### config.mk
export PLATFORM = sky130hd
export DESIGN_NAME = snoop_io_port
export DESIGN_NICKNAME = d
export VERILOG_FILES = /design/src/rtl/snoop_io_pkg.sv /design/src/rtl/snoop_bus_decode.sv /design/src/rtl/snoop_cmd_buf.sv /design/src/rtl/snoop_rsp_fifo.sv /design/src/rtl/snoop_io_port.sv
export SDC_FILE = /design/constraint.sdc
export NUM_CORES = 1
export LEC_CHECK = 0
export ABC_AREA = 0
export BUFFER_PORTS_ARGS = -buffer_cell sky130_fd_sc_hd__buf_4
export CAP_MARGIN = 5
export CORE_UTILIZATION = 48
export CTS_CLUSTER_DIAMETER = 100
export DETAILED_ROUTE_END_ITERATION = 10
export GPL_ROUTABILITY_DRIVEN = 0
export GPL_TIMING_DRIVEN = 0
export PLACE_DENSITY = 0.73
export SLEW_MARGIN = 20
export SYNTH_ARGS = -nofsm -noshare
export SYNTH_HDL_FRONTEND = slang
export SYNTH_SLANG_ARGS = --single-unit
### constraint.sdc
create_clock -name clk -period 2.3 [get_ports clk]
set_clock_uncertainty 0.15 [all_clocks]
set_input_delay 0.46 -clock clk [delete_from_list [all_inputs] [get_ports clk]]
set_output_delay 0.46 -clock clk [all_outputs]
set_load 0.01 [all_outputs]
### src/rtl/snoop_io_pkg.sv
package snoop_io_pkg;

    typedef enum logic [1:0] {
        ST_IDLE,
        ST_REQ,
        ST_CMD,
        ST_RSP
    } xact_state_t;

    typedef struct packed {
        logic fetch;
        logic mem_rd;
        logic mem_wr;
        logic int_ack;
    } bus_cycle_t;

    localparam logic [7:0] OP_LOAD_A_HL  = 8'h7E;
    localparam logic [7:0] OP_STORE_A_DE = 8'h12;
    localparam logic [7:0] VEC_CMD_LOOP  = 8'hCF;
    localparam logic [7:0] VEC_RSP_LOOP  = 8'hE7;
    localparam logic [7:0] EMPTY_FILL    = 8'h00;

    function automatic bus_cycle_t classify_cycle(
        input logic m1_n, input logic rd_n, input logic wr_n, input logic iorq_n);
        bus_cycle_t c;
        c.fetch   = !m1_n && !rd_n && iorq_n;
        c.int_ack = !m1_n && !iorq_n;
        c.mem_rd  = m1_n && !rd_n && iorq_n;
        c.mem_wr  = m1_n && !wr_n && iorq_n;
        return c;
    endfunction

endpackage

### src/rtl/snoop_bus_decode.sv
module snoop_bus_decode
    import snoop_io_pkg::*;
(
    input  logic       m1_n,
    input  logic       rd_n,
    input  logic       wr_n,
    input  logic       iorq_n,
    input  logic [7:0] data_in,
    output bus_cycle_t cyc,
    output logic       op_load,
    output logic       op_store
);
    always_comb begin
        cyc      = classify_cycle(m1_n, rd_n, wr_n, iorq_n);
        op_load  = cyc.fetch && (data_in == OP_LOAD_A_HL);
        op_store = cyc.fetch && (data_in == OP_STORE_A_DE);
    end
endmodule

### src/rtl/snoop_cmd_buf.sv
module snoop_cmd_buf #(
    parameter int CMD_DEPTH = 8,
    localparam int CW = $clog2(CMD_DEPTH + 1)
) (
    input  logic                   clk,
    input  logic                   rst,
    input  logic                   clear,
    input  logic                   capture,
    input  logic                   close,
    input  logic [7:0]             byte_in,
    output logic                   cmd_valid,
    output logic [CW-1:0]          cmd_count,
    output logic [CMD_DEPTH*8-1:0] cmd_bytes
);
    logic [7:0] store_q [CMD_DEPTH];

    always_ff @(posedge clk) begin
        if (rst) begin
            cmd_count <= '0;
            cmd_valid <= 1'b0;
        end else begin
            cmd_valid <= close;
            if (clear) begin
                cmd_count <= '0;
            end else if (capture && (cmd_count < CW'(CMD_DEPTH))) begin
                cmd_count <= cmd_count + 1'b1;
            end
        end
    end

    for (genvar g = 0; g < CMD_DEPTH; g++) begin : g_slot
        always_ff @(posedge clk) begin
            if (!clear && capture && (cmd_count == CW'(g))) begin
                store_q[g] <= byte_in;
            end
        end
        assign cmd_bytes[g*8 +: 8] = store_q[g];
    end

    assert_valid_single_R7: assert property (@(posedge clk) disable iff (rst)
        cmd_valid |=> !cmd_valid);

    assert_count_saturates_R12: assert property (@(posedge clk) disable iff (rst)
        (capture && !clear && cmd_count == CW'(CMD_DEPTH)) |=> cmd_count == CW'(CMD_DEPTH));

endmodule

### src/rtl/snoop_rsp_fifo.sv
module snoop_rsp_fifo #(
    parameter int RSP_DEPTH = 4,
    localparam int AW = (RSP_DEPTH > 1) ? $clog2(RSP_DEPTH) : 1,
    localparam int LW = $clog2(RSP_DEPTH + 1)
) (
    input  logic          clk,
    input  logic          rst,
    input  logic          push,
    input  logic [7:0]    push_data,
    input  logic          pop,
    output logic [7:0]    head,
    output logic [LW-1:0] level,
    output logic          full,
    output logic          push_ok
);
    logic [7:0]    mem_q [RSP_DEPTH];
    logic [AW-1:0] wptr_q, rptr_q;
    logic          pop_ok;

    assign full    = (level == LW'(RSP_DEPTH));
    assign push_ok = push && !full;
    assign pop_ok  = pop && (level != '0);
    assign head    = mem_q[rptr_q];

    function automatic logic [AW-1:0] bump(input logic [AW-1:0] p);
        return (p == AW'(RSP_DEPTH - 1)) ? '0 : p + 1'b1;
    endfunction

    always_ff @(posedge clk) begin
        if (rst) begin
            wptr_q <= '0;
            rptr_q <= '0;
            level  <= '0;
        end else begin
            if (push_ok) begin
                mem_q[wptr_q] <= push_data;
                wptr_q        <= bump(wptr_q);
            end
            if (pop_ok) rptr_q <= bump(rptr_q);
            case ({push_ok, pop_ok})
                2'b10:   level <= level + 1'b1;
                2'b01:   level <= level - 1'b1;
                default: level <= level;
            endcase
        end
    end

    assert_no_overflow_R13: assert property (@(posedge clk) disable iff (rst)
        (full && push && !pop) |=> full);

endmodule

### src/rtl/snoop_io_port.sv
module snoop_io_port
    import snoop_io_pkg::*;
#(
    parameter int CMD_DEPTH = 8,
    parameter int RSP_DEPTH = 4,
    localparam int CW = $clog2(CMD_DEPTH + 1),
    localparam int LW = $clog2(RSP_DEPTH + 1)
) (
    input  logic                   clk,
    input  logic                   rst,
    input  logic                   halt_n,
    input  logic                   m1_n,
    input  logic                   rd_n,
    input  logic                   wr_n,
    input  logic                   iorq_n,
    input  logic [7:0]             data_in,
    input  logic                   video_busy,
    input  logic                   notify,
    input  logic                   rsp_wr,
    input  logic [7:0]             rsp_data,
    output logic                   int_n,
    output logic                   data_oe,
    output logic [7:0]             data_out,
    output logic                   cmd_valid,
    output logic [CW-1:0]          cmd_count,
    output logic [CMD_DEPTH*8-1:0] cmd_bytes,
    output logic                   rsp_full
);
    xact_state_t   st_q;
    bus_cycle_t    cyc;
    logic          op_load, op_store;
    logic          halt_q, halt_fall;
    logic          rd_arm_q, wr_arm_q, unsol_q;
    logic          start_halt, start_note, ack_now;
    logic          capture, close, deliver, ending;
    logic [7:0]    rsp_head;
    logic [LW-1:0] rsp_level;
    logic          rsp_push_ok;

    snoop_bus_decode i_decode (
        .m1_n(m1_n), .rd_n(rd_n), .wr_n(wr_n), .iorq_n(iorq_n),
        .data_in(data_in), .cyc(cyc), .op_load(op_load), .op_store(op_store)
    );

    assign halt_fall  = halt_q && !halt_n;
    assign start_halt = (st_q == ST_IDLE) && !video_busy && halt_fall;
    assign start_note = (st_q == ST_IDLE) && !video_busy && !halt_fall && notify;
    assign ack_now    = (st_q == ST_REQ) && cyc.int_ack;
    assign capture    = (st_q == ST_CMD) && cyc.mem_rd && rd_arm_q;
    assign close      = (st_q == ST_CMD) && op_store;
    assign deliver    = (st_q == ST_RSP) && cyc.mem_wr && wr_arm_q;
    assign ending     = deliver && ((rsp_level == '0) ||
                                    ((rsp_level == LW'(1)) && !rsp_push_ok));

    snoop_cmd_buf #(.CMD_DEPTH(CMD_DEPTH)) i_cmd (
        .clk(clk), .rst(rst), .clear(start_halt), .capture(capture),
        .close(close), .byte_in(data_in), .cmd_valid(cmd_valid),
        .cmd_count(cmd_count), .cmd_bytes(cmd_bytes)
    );

    snoop_rsp_fifo #(.RSP_DEPTH(RSP_DEPTH)) i_rsp (
        .clk(clk), .rst(rst), .push(rsp_wr), .push_data(rsp_data),
        .pop(deliver), .head(rsp_head), .level(rsp_level),
        .full(rsp_full), .push_ok(rsp_push_ok)
    );

    always_ff @(posedge clk) begin
        if (rst) begin
            halt_q   <= 1'b1;
            st_q     <= ST_IDLE;
            rd_arm_q <= 1'b0;
            wr_arm_q <= 1'b0;
            unsol_q  <= 1'b0;
        end else begin
            halt_q <= halt_n;
            unique case (st_q)
                ST_IDLE: begin
                    if (start_halt) begin
                        st_q    <= ST_REQ;
                        unsol_q <= 1'b0;
                    end else if (start_note) begin
                        st_q    <= ST_REQ;
                        unsol_q <= 1'b1;
                    end
                end
                ST_REQ: begin
                    if (cyc.int_ack) begin
                        st_q     <= unsol_q ? ST_RSP : ST_CMD;
                        rd_arm_q <= 1'b0;
                        wr_arm_q <= 1'b0;
                    end
                end
                ST_CMD: begin
                    if (cyc.fetch) begin
                        rd_arm_q <= op_load;
                        if (op_store) begin
                            st_q     <= ST_RSP;
                            wr_arm_q <= 1'b1;
                        end
                    end else if (cyc.mem_rd) begin
                        rd_arm_q <= 1'b0;
                    end
                end
                ST_RSP: begin
                    if (cyc.fetch) begin
                        wr_arm_q <= op_store;
                    end else if (deliver) begin
                        wr_arm_q <= 1'b0;
                        if (ending) st_q <= ST_IDLE;
                    end
                end
                default: st_q <= ST_IDLE;
            endcase
        end
    end

    always_comb begin
        int_n    = (st_q != ST_REQ);
        data_oe  = ack_now || deliver;
        data_out = 8'h00;
        if (ack_now)
            data_out = unsol_q ? VEC_RSP_LOOP : VEC_CMD_LOOP;
        else if (deliver)
            data_out = (rsp_level == '0) ? EMPTY_FILL : rsp_head;
    end

    assert_int_released_R4: assert property (@(posedge clk) disable iff (rst)
        ((st_q == ST_REQ) && cyc.int_ack) |=> int_n);

    assert_vector_driven_R4: assert property (@(posedge clk) disable iff (rst)
        ((st_q == ST_REQ) && cyc.int_ack) |-> (data_oe && (data_out[7:6] == 2'b11)));

    assert_busy_halt_ignored_R3: assert property (@(posedge clk) disable iff (rst)
        ((st_q == ST_IDLE) && video_busy) |=> int_n);

    assert_no_reentry_R10: assert property (@(posedge clk) disable iff (rst)
        ((st_q == ST_CMD) || (st_q == ST_RSP)) |=> (st_q != ST_REQ));

    assert_no_stray_drive_R8: assert property (@(posedge clk) disable iff (rst)
        (cyc.mem_wr && (st_q != ST_RSP)) |-> !data_oe);

    assert_cmd_only_halt_R11: assert property (@(posedge clk) disable iff (rst)
        (unsol_q && (st_q == ST_RSP)) |=> !cmd_valid);

endmodule

==> flow_summary.yaml <==
sta:
  fin_hold_ws_ns: 0.0318
  post-route-period-util_pct: 104
  finalSetupViolCount: 8
  layout_setup_ws_ns: -0.102
  max_freq_ghz: 0.416
  period_needed_ns: 2.40
  maxSlewHeadroom_pct: 66.1
  finalMaxSlewViolations: 0
  worstMarginPinSlew_ns: 0.508
  rsz0062_at_grt: "true"
  hold_viol: 0
run_status:
  status: "finished with violations"
  failed_checks: "DRC, setup timing"
clocking:
  clock_latency_ns: 0.49
  cts_tree: "built"
  path_clk_slew_ns: 0.06
  htree_levels: 4
  clk_path_buf_depth: 2
  cts_made_buffers: 17
  cts_root_buf: "clkbuf_8"
  clock_sinks: 116
floorplanning:
  core_um2: 8850
  initial_core_util_pct: 50.2
  rows: 34
  io_pins: 106
  fp.dieH_um: 98.2
  fp.dieW_um: 98.2
  dieArea_um2: 9650
placed_design:
  port_buffers: 105
  hpwl_mm: 6.18
  place_area_um2: 5370
critical_path:
  crit_path_max_fanout: 8
  cp.required_ns: 1.69
  cp_top_family: "multiplexers"
  crit_slowest_cell: "mux4_2"
  ff2ff_path_depth: 7
  critPathKind: "reg2out"
  cp_cell_sequence: "buf_12 -> mux4_2 -> o2bb2ai_4 -> buf_6"
  cp-end-kind: "primary output"
  cp_data_arrival_time_ns: 1.79
  worst-path-buf-inv: 2
  slowest_delay_ns: 0.55
  regToRegStartpoint: "i_rsp.level[1]"
  cp-start-kind: "register"
  r2r-end: "i_rsp.level[2]"
  r2r_slack_ns: 0.13
yosys:
  synth_cell_type_count: 43
  synth_nets: 313
  synth_flop_cell: "edfxtp_1"
  synth_area_um2: 4450
  seq_area_frac_synth_pct: 73.9
  avgSynthCellArea_um2: 16.5
  ys_async_sr_fraction_pct: 0
  synth_warnings: 0
  ys_ff_latch: 116
  synth_edf_count: 96
  synthCells: 269
final_layout:
  fill_cells: 566
  final_cell_mix: "111 x buf_4, 96 x edfxtp_1, 16 x dfxtp_1, 16 x clkbuf_16"
  syn2layout_area_growth_pct: 41.1
  diodes: 0
  multi_input_area_um2: 1210
  final_nets: 451
  layout_commonest_cell: "buf_4"
  drive_above_1_share_pct: 46.0
  stdcell_area_um2: 6270
  ff_latch_area_um2: 3290
grt:
  grt.met1_usage_pct: 25.3
  grt_util_all_layers_pct: 20.3
  grt-busiest-layer: "met2"
  antenna_found_initial: 0
  grt_max_degree: 17
  grt_overflow: 0
  grt_first_pass_wirelength_mm: 14.6
  first_global_vias: 2758
  grtUsageMet3_pct: 5.37
  met2_usage_pct: 34.2
hold_path:
  worstHoldPathCells: 1
  min_to: "i_rsp.mem_q[2][5]"
  hold_start: "rsp_data[5]"
  hp-class: "in2reg"
power:
  total_power_mw: 5.49
  power_per_cell_area_nw_per_um2: 875
  peakVddDrop_mv: 0.621
  p_leak_nw: 2.41
job:
  drv_cap: 0
drt:
  vias: 2763
  drc_errors: 3
  routed_wirelength_mm: 9.25
  drtPass1Iterations: 11
  drt-vias-per-instance: 5.23
  drtAntennaViolNets: 0
  avgRoutedWirePerCell_um: 17.5
  first_iter_violations: 102
[cell families after synthesis]
family          synth area share [%]
fa+ha+maj                       5.07
simple gates                    9.01
mux                             5.18
xor+xnor                       0.788
compound gates                  4.14
buf+inv                         1.97
flops                           73.9
[worst max-delay path by stage]
stage | slack (ns) | cells after the start | to
2_1_floorplan | 0.09 | 6 | i_cmd.store_q[0][24]
3_3_place_gp | -0.35 | 6 | i_cmd.store_q[0][12]
3_5_place_dp | -0.40 | 6 | i_cmd.store_q[0][12]
4_1_cts | -0.13 | 4 | data_out[5]
5_1_grt | -0.16 | 4 | data_out[5]
6_report | -0.10 | 4 | data_out[5]
[through the flow]
step	TNS [ns]	cells	setup slack [ns]	util [%]
floorplan	0	269	0.0932	-
finish	-0.465	528	-0.102	70.9
CTS	-0.793	527	-0.127	70.2
global placement	-15.87	482	-0.347	60.7
global route	-1.10	528	-0.156	70.9
detailed placement	-19.33	482	-0.403	60.7
[per-layer routing]
layer  vias up  routed length [um]
met5         -                   0
met2       114                4640
met4         0                  55
li1       1301                   -
met1      1342                4030
met3         6                 527
[synth_stat cells, types with 2 or more instances]
| cell | count | area (um^2) |
|---|---|---|
| dfxtp_1 | 20 | 400 |
| nor4_1 | 2 | 12.5 |
| o2bb2ai_1 | 2 | 17.5 |
| or3_1 | 4 | 25.0 |
| nor3_1 | 2 | 10.0 |
| inv_1 | 19 | 71.3 |
| or2_2 | 3 | 18.8 |
| edfxtp_1 | 96 | 2880 |
| ha_1 | 18 | 225 |
| xnor2_1 | 2 | 17.5 |
| nor3b_1 | 3 | 22.5 |
| clkbuf_1 | 3 | 11.3 |
| nand3b_1 | 3 | 22.5 |
| nand2_1 | 9 | 33.8 |
| and2_1 | 13 | 81.3 |
| xor2_1 | 2 | 17.5 |
| a21oi_1 | 5 | 25.0 |
| nand2b_1 | 3 | 18.8 |
| nand3_1 | 2 | 10.0 |
| and3b_1 | 2 | 17.5 |
| mux2i_1 | 5 | 50.1 |
| o311ai_0 | 3 | 26.3 |
| or4_1 | 2 | 15.0 |
| nor2_1 | 11 | 41.3 |
| mux4_2 | 8 | 180 |
| nor2b_1 | 4 | 25.0 |
| o21ai_0 | 7 | 35.0 |
[where the power goes]
part	internal [mW]	switching [mW]	leakage, nW
registers	2.32	0.0361	1.03
logic	0.229	0.247	1.08
clock network	1.68	0.977	0.296
total	4.23	1.26	2.41
[sequential cells by signal, indices dropped and copies added, names as in the netlist, named ones only]
register,flops
i_rsp.wptr_q,2
halt_q,1
unsol_q,1
st_q,2
wr_arm_q,1
i_rsp.rptr_q,2
rd_arm_q,1
i_rsp.level,3
i_rsp.mem_q,32
i_cmd.cmd_count,4
i_cmd.cmd_valid,1
i_cmd.store_q,64
[worst reg2reg max path, delay by kind of cell (launching register included)]
family	cells	cell delay [ns]
buffers and inverters	1	0.10
DFF	1	0.33
AOI/OAI and AO/OA	1	0.14
and+or+nand+nor	3	0.80
adders and majority gates	2	0.57
[final cells by class]
| cell class | count | share of cell area [%] |
|---|---|---|
| Inverter | 19 | 1.22 |
| Tap cell | 108 | 2.15 |
| Clock buffer | 17 | 6.60 |
| Sequential cell | 116 | 52.5 |
| Multi-Input combinational cell | 131 | 19.3 |
| Buffer | 2 | 0.379 |
| Clock inverter | 15 | 3.07 |
| Timing Repair Buffer | 120 | 14.8 |
[repair_timing]
action	CTS	global route
buffers inserted	7	1
cloned	1	0
setup endpoints to repair	90	106
endpoints found under the hold margin	23	0
gates resized for setup	41	19
hold buffers	7	0
pin swaps	3	2
Power figures use the tool's default switching activity.
